**config.mk**
```make
export PLATFORM = sky130hd
export DESIGN_NAME = fpflag_branch_unit
export DESIGN_NICKNAME = d
export VERILOG_FILES = /design/src/rtl/fpchk_pkg.sv /design/src/rtl/fpc_flag_mux.sv /design/src/rtl/fpc_cond.sv /design/src/rtl/fpc_target.sv /design/src/rtl/fpc_trap_eval.sv /design/src/rtl/fpflag_branch_unit.sv
export SDC_FILE = /design/constraint.sdc
export NUM_CORES = 1
export LEC_CHECK = 0
export BUFFER_PORTS_ARGS = -buffer_cell sky130_fd_sc_hd__clkbuf_2
export CORE_ASPECT_RATIO = 1.75
export CORE_MARGIN = 2
export CORE_UTILIZATION = 52
export CTS_CLUSTER_DIAMETER = 60
export DETAILED_ROUTE_END_ITERATION = 12
export PLACE_DENSITY = 0.92
export SLEW_MARGIN = 10
export SYNTH_ARGS = -nofsm -noshare
export SYNTH_HDL_FRONTEND = slang
export SYNTH_HIERARCHICAL = 1
export SYNTH_SLANG_ARGS = --single-unit
```
**constraint.sdc**
```tcl
create_clock -name clk -period 3.9 [get_ports clk]
set_input_delay 0.78 -clock clk [delete_from_list [all_inputs] [get_ports clk]]
set_output_delay 0.78 -clock clk [all_outputs]
set_load 0.01 [all_outputs]
```
**src/rtl/fpchk_pkg.sv**
```systemverilog
// Shared types for the flag-check branch unit.
package fpchk_pkg;
    // Event flags produced by one evaluation.
    typedef struct packed {
        logic taken;
        logic spec_fault;
        logic tb_trap;
        logic uia_trap;
    } fpc_evt_t;
endpackage

```
**src/rtl/fpc_flag_mux.sv**
```systemverilog
// Splits the packed flag vector into groups and selects one of them.
// Also exposes group 0, which serves as the record of flags already seen.
// Assumes NUM_FLD <= 2**SEL_W.
module fpc_flag_mux #(
    parameter int FLAG_W  = 6,
    parameter int NUM_FLD = 4,
    parameter int SEL_W   = $clog2(NUM_FLD)
) (
    input  logic [NUM_FLD*FLAG_W-1:0] all_flags,
    input  logic [SEL_W-1:0]          sel,
    output logic [FLAG_W-1:0]         sel_flags,
    output logic [FLAG_W-1:0]         base_flags
);
    logic [FLAG_W-1:0] grp [NUM_FLD];

    // Unpack each field's flag group.
    for (genvar g = 0; g < NUM_FLD; g++) begin : g_split
        assign grp[g] = all_flags[g*FLAG_W +: FLAG_W];
    end

    // Select the group to check; group 0 is the baseline.
    always_comb begin
        sel_flags  = grp[sel];
        base_flags = grp[0];
    end
endmodule

```
**src/rtl/fpc_cond.sv**
```systemverilog
// Evaluates the check condition: a raised flag that is trap-enabled,
// or a raised flag that is not yet recorded in the baseline group.
module fpc_cond #(
    parameter int FLAG_W = 6
) (
    input  logic [FLAG_W-1:0] sel_flags,
    input  logic [FLAG_W-1:0] base_flags,
    input  logic [FLAG_W-1:0] trap_dis,
    output logic              hit
);
    logic [FLAG_W-1:0] enabled_hits;
    logic [FLAG_W-1:0] new_hits;

    // Combine both reasons for leaving the fast path.
    always_comb begin
        enabled_hits = sel_flags & ~trap_dis;
        new_hits     = sel_flags & ~base_flags;
        hit          = (|enabled_hits) | (|new_hits);
    end
endmodule

```
**src/rtl/fpc_target.sv**
```systemverilog
// Computes the bundle-relative branch target and the zero-extended
// immediate for the fault path. Wraps modulo 2**IP_W.
module fpc_target #(
    parameter int IP_W   = 64,
    parameter int DISP_W = 21,
    parameter int SH     = 4,
    parameter int IIM_W  = 64
) (
    input  logic [IP_W-1:0]   ip,
    input  logic [DISP_W-1:0] disp,
    output logic [IP_W-1:0]   target,
    output logic [IIM_W-1:0]  iim
);
    localparam int OFF_W = DISP_W + SH;

    logic [IP_W-1:0] offset;

    // Sign-extend the bundle-scaled offset and add it.
    always_comb begin
        offset = {{(IP_W-OFF_W){disp[DISP_W-1]}}, disp, {SH{1'b0}}};
        target = ip + offset;
        iim    = {{(IIM_W-DISP_W){1'b0}}, disp};
    end
endmodule

```
**src/rtl/fpc_trap_eval.sv**
```systemverilog
// Decides which traps a taken branch would raise. The caller
// qualifies the results with the taken decision.
module fpc_trap_eval (
    input  logic psr_tb,
    input  logic psr_it,
    input  logic uia_fault_ok,
    input  logic va_unimpl,
    input  logic pa_unimpl,
    output logic tb_hit,
    output logic uia_hit
);
    logic addr_bad;

    // Pick the address check matching the translation mode.
    always_comb begin
        addr_bad = psr_it ? va_unimpl : pa_unimpl;
        tb_hit   = psr_tb;
        uia_hit  = addr_bad & ~uia_fault_ok;
    end
endmodule

```
**src/rtl/fpflag_branch_unit.sv**
```systemverilog
// Top of the flag-check branch unit. Evaluates on issue, registers all
// results, and presents them for one cycle. Assumes ip is bundle aligned.
module fpflag_branch_unit
    import fpchk_pkg::*;
#(
    parameter int FLAG_W  = 6,
    parameter int NUM_FLD = 4,
    parameter int IP_W    = 64,
    parameter int DISP_W  = 21,
    parameter int IIM_W   = 64,
    localparam int SEL_W  = $clog2(NUM_FLD),
    localparam int ALL_W  = NUM_FLD * FLAG_W
) (
    input  logic              clk,
    input  logic              rst_n,
    input  logic              issue,
    input  logic              pred,
    input  logic [SEL_W-1:0]  sel,
    input  logic [ALL_W-1:0]  fld_flags,
    input  logic [FLAG_W-1:0] trap_dis,
    input  logic [IP_W-1:0]   ip,
    input  logic [DISP_W-1:0] disp,
    input  logic              branch_impl,
    input  logic              psr_tb,
    input  logic              psr_it,
    input  logic              uia_fault_ok,
    input  logic              va_unimpl,
    input  logic              pa_unimpl,
    output logic              taken,
    output logic [IP_W-1:0]   next_ip,
    output logic              spec_fault,
    output logic [IIM_W-1:0]  iim_value,
    output logic              tb_trap,
    output logic              uia_trap
);
    localparam int BUNDLE_SH = 4;

    logic [FLAG_W-1:0] sel_flags, base_flags;
    logic              hit, tb_hit, uia_hit;
    logic [IP_W-1:0]   target;
    logic [IIM_W-1:0]  iim;
    fpc_evt_t          evt_d, evt_q;
    logic [IP_W-1:0]   ip_d;
    logic [IIM_W-1:0]  iim_d;

    fpc_flag_mux #(.FLAG_W(FLAG_W), .NUM_FLD(NUM_FLD), .SEL_W(SEL_W)) u_mux (
        .all_flags (fld_flags),
        .sel       (sel),
        .sel_flags (sel_flags),
        .base_flags(base_flags)
    );

    fpc_cond #(.FLAG_W(FLAG_W)) u_cond (
        .sel_flags (sel_flags),
        .base_flags(base_flags),
        .trap_dis  (trap_dis),
        .hit       (hit)
    );

    fpc_target #(.IP_W(IP_W), .DISP_W(DISP_W), .SH(BUNDLE_SH), .IIM_W(IIM_W)) u_tgt (
        .ip    (ip),
        .disp  (disp),
        .target(target),
        .iim   (iim)
    );

    fpc_trap_eval u_trap (
        .psr_tb      (psr_tb),
        .psr_it      (psr_it),
        .uia_fault_ok(uia_fault_ok),
        .va_unimpl   (va_unimpl),
        .pa_unimpl   (pa_unimpl),
        .tb_hit      (tb_hit),
        .uia_hit     (uia_hit)
    );

    // Resolve branch versus fault and qualify the traps.
    always_comb begin
        logic go;
        go               = issue & pred & hit;
        evt_d.taken      = go & branch_impl;
        evt_d.spec_fault = go & ~branch_impl;
        evt_d.tb_trap    = evt_d.taken & tb_hit;
        evt_d.uia_trap   = evt_d.taken & uia_hit;
        ip_d             = evt_d.taken ? target : '0;
        iim_d            = evt_d.spec_fault ? iim : '0;
    end

    // Register the result for one cycle; clear on reset.
    always_ff @(posedge clk) begin
        if (!rst_n) begin
            evt_q     <= '0;
            next_ip   <= '0;
            iim_value <= '0;
        end else begin
            evt_q     <= evt_d;
            next_ip   <= ip_d;
            iim_value <= iim_d;
        end
    end

    assign taken      = evt_q.taken;
    assign spec_fault = evt_q.spec_fault;
    assign tb_trap    = evt_q.tb_trap;
    assign uia_trap   = evt_q.uia_trap;
endmodule

```
Word-level counts from Yosys, hierarchy flattened

Index checks and enable logic that the tools add are counted.

Flip-flop bits (word level): 132
Input bits: 127
Output and inout bits: 132
Word-level logic and storage cells: 32

$add $sub $neg: 1
$lt $le $gt $ge: 1
Multiplexer cells: 4
Bitwise logic cells: 15
Reduce and logical (&&, ||, !) cells: 4

Operators by type and width:

| cell                 | number |
|---|---|
| $add A64 B64 Y64     | 1 |
| $and A6 B6 Y6        | 2 |
| $bmux W6 S2          | 1 |
| $mux W6              | 2 |
| $not A6 Y6           | 2 |
| $reduce_or A6 Y1     | 2 |
| $and A1 B1 Y1        | 7 |
| $reduce_and A2 Y1    | 2 |
| $ge A3 B3 Y1 const B | 1 |
| $not A2 Y3           | 1 |
| $not A1 Y1           | 2 |
| $mux W1              | 1 |
| $or A1 B1 Y1         | 1 |

Longest topological paths before layout

Gate-level depths: netlist of the first run.

Depth after elaboration: 10
Depth in mapped cells: 12
Depth with buffers taken out: 12

Hierarchy

Netlist of the first run, hierarchy kept.

Modules (own cells, without submodules):

| module             | times used | cells each | area each (µm²) | seq. area each (µm²) |
|---|---|---|---|---|
| fpc_target         | 1          | 570        | 3852.4          | 0.0 |
| fpflag_branch_unit | 1          | 296        | 3712.3          | 2642.5 |
| fpc_flag_mux       | 1          | 13         | 191.4           | 0.0 |
| fpc_cond           | 1          | 10         | 50.0            | 0.0 |
| fpc_trap_eval      | 1          | 3          | 21.3            | 0.0 |

Worst setup path after synthesis of the first run

No wires, ideal clock.

Kind: in2reg
From: input port ip[4]
To: register next_ip[58]
Library setup time: 0.060 ns
Arrival: 3.326 ns
Data required time: 3.840 ns
Setup slack: 0.514 ns
Cell stages on the path: 12
Path buffers: 0
Cell sequence: ha_1 fa_1 a21oi_1 o211a_1 o41ai_2 o211a_1 o2111a_1 a311o_1 o31a_1 a21boi_2 xnor2_1 and3_1

Longest elaborated chain between the ends: 1

RTL lines:

| item                   | RTL line                 | text |
|---|---|---|
| start: declaration     | fpflag_branch_unit.sv:21 | `input logic [IP_W-1:0] ip,` |
| $add A64 B64 Y64       | fpc_target.sv:21         | `target = ip + offset;` |
| net target[58]         | fpflag_branch_unit.sv:40 | `logic [IP_W-1:0] target;` |
| end signal: assignment | fpflag_branch_unit.sv:97 | `next_ip <= ip_d;` |
| end: declaration       | fpflag_branch_unit.sv:30 | `output logic [IP_W-1:0] next_ip,` |

The timed path passes the listed nets, and every way through them passes these cells.
A chain may end at the register's enable or synchronous reset.

Final worst setup path of the first run

From: input port disp[0]
To: register next_ip[60]

Longest elaborated chain between the ends: 1

RTL lines:

| item               | RTL line                 | text |
|---|---|---|
| start: declaration | fpflag_branch_unit.sv:22 | `input logic [DISP_W-1:0] disp,` |
| $add A64 B64 Y64   | fpc_target.sv:21         |  |
| net target[60]     | fpflag_branch_unit.sv:40 |  |

The timed path passes the listed nets, and every way through them passes these cells.

==> flow_metrics.tcl, run 1 <==
set metrics [dict create \
    clock_sinks 132 \
    synth_edf_count 0 \
    drive_above_1_share_pct 29.65 \
    viasPerCell 5.545 \
    syn_area_um2 7828 \
    antenna_found_initial 0 \
    clk_pin_slew_worst_paths_ps 70 \
    start_kind "primary input" \
    place_ws_ps 33.68 \
    finalSetupViolations 0 \
    arrival_ps 3850 \
    max_cap_violations 0 \
    cts_setup_buffers 0 \
    synth_async_sr_flop_share_pct 0 \
    syn_to_final_growth_pct 19.74 \
    seq_area_frac_synth_pct 33.76 \
    grt_max_degree 133 \
    min_from "psr_tb" \
    setup_ws_ps 332.6 \
    power.switching_w 0.001131 \
    core-area_um2 14760 \
    postRouteAntennaNets 0 \
    internal_power_w 0.002621 \
    grt_pass1_wl_um 34900 \
    hpwl_um 16790 \
    row_count 59 \
    vias 7242 \
    fin_crit_sh_pct 91.47 \
    synth_most_common_cell "dfxtp_1" \
    rsz0062_at_grt "no" \
    synth-seq-cells 132 \
    cts_tree "built" \
    clockPowerShare_pct 40.3 \
    yosys.area.top_type "dfxtp_1" \
    fmax_mhz 280.3 \
    wl_per_cell_um 16.72 \
    crit_start "disp[0]" \
    finalNetCount 1298 \
    ios 259 \
    p_comb_share_pct 22.7 \
    initial_core_util_pct 53.02 \
    cts-resized-gates 0 \
    die_w_um 96.75 \
    path_class "in2reg" \
    grt_overflow 0 \
    setup_tns_ps 0 \
    postLayoutCoreUtil_pct 63.48 \
    yosys.area.top_type_share_pct 33.76 \
    finalWirelength_um 21840 \
    total_power_w 0.003752 \
    syn_inst 892 \
    synth_area_leaders "dfxtp_1 (34%), and3_1 (10%), ha_1 (9.4%)" \
    ctsHoldBuffers 0 \
    initialDrtViolationCount 333 \
    hold_violations 0 \
    swShare_pct 30.15 \
    diodes 0 \
    drt_drc_violations_left 0 \
    p_leak_nw 5.080 \
    place_congestion 0.9734 \
    root_buffer "clkbuf_16" \
    drt_pass1_iterations 5 \
    grt_usage_pct 26.52 \
    first_global_vias 7429 \
    worstPathRequired_ps 4190 \
    clk_path_buf_depth 2 \
    outcome "finished, final reports clean" \
    cp-end-kind "register" \
    dieArea_um2 16090 \
    synth_flop_cell "dfxtp_1" \
    hp-class "in2reg" \
    layout_min_cycle_time_ps 3567 \
    power_frac_seq_pct 37.0 \
    cp_max_fo 3 \
    ys_types 63 \
    syn_area_per_cell_um2 8.775 \
    synth_common_cells "dfxtp_1 (132), and3_1 (129), buf_4 (76)" \
    hold_slack_ps 595.4 \
    worstMarginPinSlew_ps 1113 \
    maxSlewViolCount 0 \
    htree_levels 4 \
    die_h_um 166.3 \
    io_buffers 258 \
    power_density_nw_per_um2 400.3 \
    cts_buffers 17 \
    ys_warn_count 6 \
    max_slew_margin_pct 25.83 \
    ir_worst_vdd_v 0.0003213 \
]
-- power groups by stage --
stage	sequential, W	combinational (W)	clock (W)
after floorplan	0.00143	0.000610	0
after global placement	0.00142	0.000817	0
after detailed placement	0.00142	0.000827	0
after CTS	0.00139	0.000838	0.00154
after global routing	0.00139	0.000933	0.00160
final	0.00139	0.000852	0.00151
-- placed cells by master (no fill, tap or decap), types with 2 or more instances in the layout --
cell type   Yosys  layout
buf_4          76      20
nor2b_1         3       3
clkinvlp_4      0       3
nor2_1         39      39
o21bai_1       14      14
nor3_1         16      16
a211oi_1        5       5
a22oi_1         4       4
o211a_1         2       2
nand2_1        59      59
inv_6           0       4
and2_1          3       3
dfxtp_1       132     132
o211ai_1        3       3
xnor2_1        38      38
a221oi_1        2       2
o31a_1          2       2
or2_2           3       3
a31oi_1        13      13
and3_1        129     128
clkinv_2        0       3
nand2b_1        5       5
clkbuf_16       0      17
or3_1           2       2
nor4_1          2       2
o21ai_0        38      38
and3_2          5       6
ha_1           59      59
nand3_1         9       9
nand4_1        12      12
conb_1          1      43
a21o_1         26      26
clkbuf_2        4     258
a21oi_1        71      71
xor2_1         19      19
inv_1          19      19
clkinv_4        0       3
o31ai_1         4       4
o21a_1          3       3
mux4_2          6       6
-- per-stage QoR --
step / cells / instance area, um^2
floorplan: 934 / 7985
global placement: 1275 / 8818
detailed placement: 1275 / 8818
CTS: 1306 / 9373
global route: 1306 / 9373
finish: 1306 / 9373
-- path summary, 6_finish.rpt --
path / endpoint / cells past startpoint
setup / recovery: next_ip[60] / 14
hold / removal: tb_trap / 2
-- sequential cells by signal, summed over array words and instances (netlist names) --
register and count:
iim_value 64, next_ip 64, spec_fault 1, taken 1
tb_trap 1, uia_trap 1
-- cell type report --
type / count / area, um^2
well taps: 183 / 229.0
clock buffers: 17 / 425.4
repair buffers: 278 / 1441
multi-input cells: 663 / 4434
inverters: 19 / 71.32
clock inverters: 14 / 128.9
flip-flops and latches: 132 / 2643
fillers: 1282 / 5391
-- cells by family after synthesis --
logic type                 Yosys count  share of synthesized area, %
muxes                                7                         1.854
and+or+nand+nor                    291                         19.98
buffers and inverters              139                         11.62
DFF                                132                         33.76
AOI/OAI and AO/OA                  205                         16.67
other                                1                       0.04791
xor gates and xnor gates            57                         6.378
adders and majority gates           60                         9.687
-- critical path, stage by stage --
cell      delay [ps]
clkbuf_2          90
ha_1             200
fa_1             260
a21oi_1          120
o211a_1          260
o41ai_2          370
o21ai_0          260
a211oi_1         470
a31oi_1          150
buf_4            180
o31ai_2          280
a31oi_1          150
xnor2_1          140
and3_1           150
-- per-layer routing --
metal / track usage [%] / part of all wire, % / up-vias
li1: - / - / 3508
met1: 24.41 / 34 / 3336
met2: 52.39 / 55 / 322
met3: 4.293 / 5.0 / 76
met4: 16.60 / 5.9 / 0
met5: 0 / 0 / -
Note: power is estimated with default switching activity, not from simulation.
==> run 2, diff against run 1 <==
--- a/config.mk
+++ b/config.mk
@@ -6,7 +6,7 @@
 export NUM_CORES = 1
 export LEC_CHECK = 0
 export BUFFER_PORTS_ARGS = -buffer_cell sky130_fd_sc_hd__clkbuf_2
-export CORE_ASPECT_RATIO = 1.75
+export CORE_ASPECT_RATIO = 1.1
 export CORE_MARGIN = 2
 export CORE_UTILIZATION = 52
 export CTS_CLUSTER_DIAMETER = 60
==> run 2 against run 1 <==
Effect of this change: routed wire length shrank 5.4%; sequential power hardly changed; die area is 0.23% lower; clock-buffer cell count grew 2; fmax down 4.0%; hold slack got worse by 10 ps; final cell count grew 0.46%; worst setup slack worse by 150 ps; via count shrank 0.50%; highest routed layer unchanged.
==> flow_metrics.tcl, run 2 (synthesis gave the netlist of run 1 again) <==
set metrics [dict create \
    postLayoutCoreUtil_pct 63.43 \
    ctsHoldBuffers 0 \
    outcome "finished, final reports clean" \
    layout_common_cells "clkbuf_2 (258), dfxtp_1 (132), and3_1 (128), a21oi_1 (71)" \
    hold_violations 0 \
    grt_usage_pct 25.00 \
    clock_sinks 132 \
    cts_buffers 17 \
    initialDrtViolationCount 577 \
    place_congestion 0.9216 \
    hp-class "in2reg" \
    setup_tns_ps 0 \
    wl_per_cell_um 15.74 \
    placed_area_um2 8787 \
    layout_commonest_cell "clkbuf_2" \
    arrival_ps 4070 \
    diodes 0 \
    wl_met3_um 1397 \
    fmax_mhz 269.0 \
    swShare_pct 28.05 \
    drt_pass1_iterations 5 \
    io_buffers 258 \
    die_h_um 132.7 \
    max_cap_violations 0 \
    postRouteAntennaNets 0 \
    clk_pin_slew_worst_paths_ps 60 \
    initial_core_util_pct 52.61 \
    htree_levels 4 \
    power_frac_seq_pct 35.1 \
    drive_above_1_share_pct 29.21 \
    antenna_found_initial 0 \
    core-area_um2 14880 \
    cp_max_fo 5 \
    finalSetupViolations 0 \
    grt_max_degree 133 \
    p_comb_share_pct 21.1 \
    vias 7206 \
    place_ws_ps 40.52 \
    worstPathRequired_ps 4250 \
    clk_path_buf_depth 2 \
    wl_met1_um 8336 \
    fin_crit_sh_pct 95.33 \
    cts_setup_buffers 0 \
    cts_tree "built" \
    worstMarginPinSlew_ps 991.3 \
    hpwl_um 15390 \
    setup_ws_ps 182.3 \
    viasPerCell 5.492 \
    grt_pass1_wl_um 32240 \
    maxSlewViolCount 0 \
    syn_to_final_growth_pct 20.56 \
    root_buffer "clkbuf_16" \
    ir_worst_vdd_v 0.0002811 \
    clockPowerShare_pct 43.8 \
    max_slew_margin_pct 33.91 \
    first_global_vias 6747 \
    finalWirelength_um 20650 \
    start_kind "primary input" \
    cts-resized-gates 0 \
    layout_min_cycle_time_ps 3718 \
    power.switching_w 0.001110 \
    rsz0062_at_grt "no" \
    maxUsedRoutingLayer "met4" \
    final_area_um2 9437 \
    power_density_nw_per_um2 419.3 \
    grt_overflow 0 \
    finalNetCount 1290 \
    p_leak_nw 5.097 \
    internal_power_w 0.002847 \
    reg.largest.list "iim_value: 64 flops, next_ip: 64 flops" \
    wl_met2_um 10290 \
    ios 259 \
    row_count 47 \
    die_w_um 121.0 \
    dieArea_um2 16050 \
    hold_slack_ps 585.0 \
    cp-end-kind "register" \
    path_class "in2reg" \
    drt_drc_violations_left 0 \
]
run 2: per-layer routing:
metal	GRT usage, %	vias to the layer above
met5	0	-
met4	11.18	0
met3	5.259	56
met2	43.20	346
met1	29.55	3305
li1	-	3499
run 2: final timing paths:
path,start,cells after the start,slack [ps],to
max,disp[2],12,180,next_ip[49]
min,ip[3],2,590,next_ip[3]
run 2: cell type report:
cell class,instances,area [um^2]
Timing Repair Buffer,270,1394
Clock inverter,13,196.4
Inverter,19,71.32
Multi-Input combinational cell,663,4434
Fill cell,1208,5441
Tap cell,196,245.2
Sequential cell,132,2643
Clock buffer,19,452.9
run 2: worst max-delay path, cell delays in order:
cell and delay [ps]:
clkbuf_2 100, ha_1 380, nand3_1 140, a21boi_1 300
o211ai_1 180, a2111oi_0 600, o211ai_1 340, o21ai_0 500
a221oi_1 220, o21ai_0 230, xor2_1 140, and3_1 140
run 2: power by group through the flow:
stage	registers [W]	clock network, W	logic [W]
after global placement	0.00142	0	0.000790
after detailed placement	0.00142	0	0.000806
after global routing	0.00139	0.00183	0.000913
after floorplan	0.00143	0	0.000610
final	0.00139	0.00173	0.000835
after CTS	0.00139	0.00176	0.000816
run 2: per-stage QoR:
step / cells / power, W
3_3_place_gp: 1280 / 0.002208
6_report: 1312 / 0.003957
4_1_cts: 1312 / 0.003968
2_1_floorplan: 934 / 0.002043
3_5_place_dp: 1280 / 0.002224
5_1_grt: 1312 / 0.004129
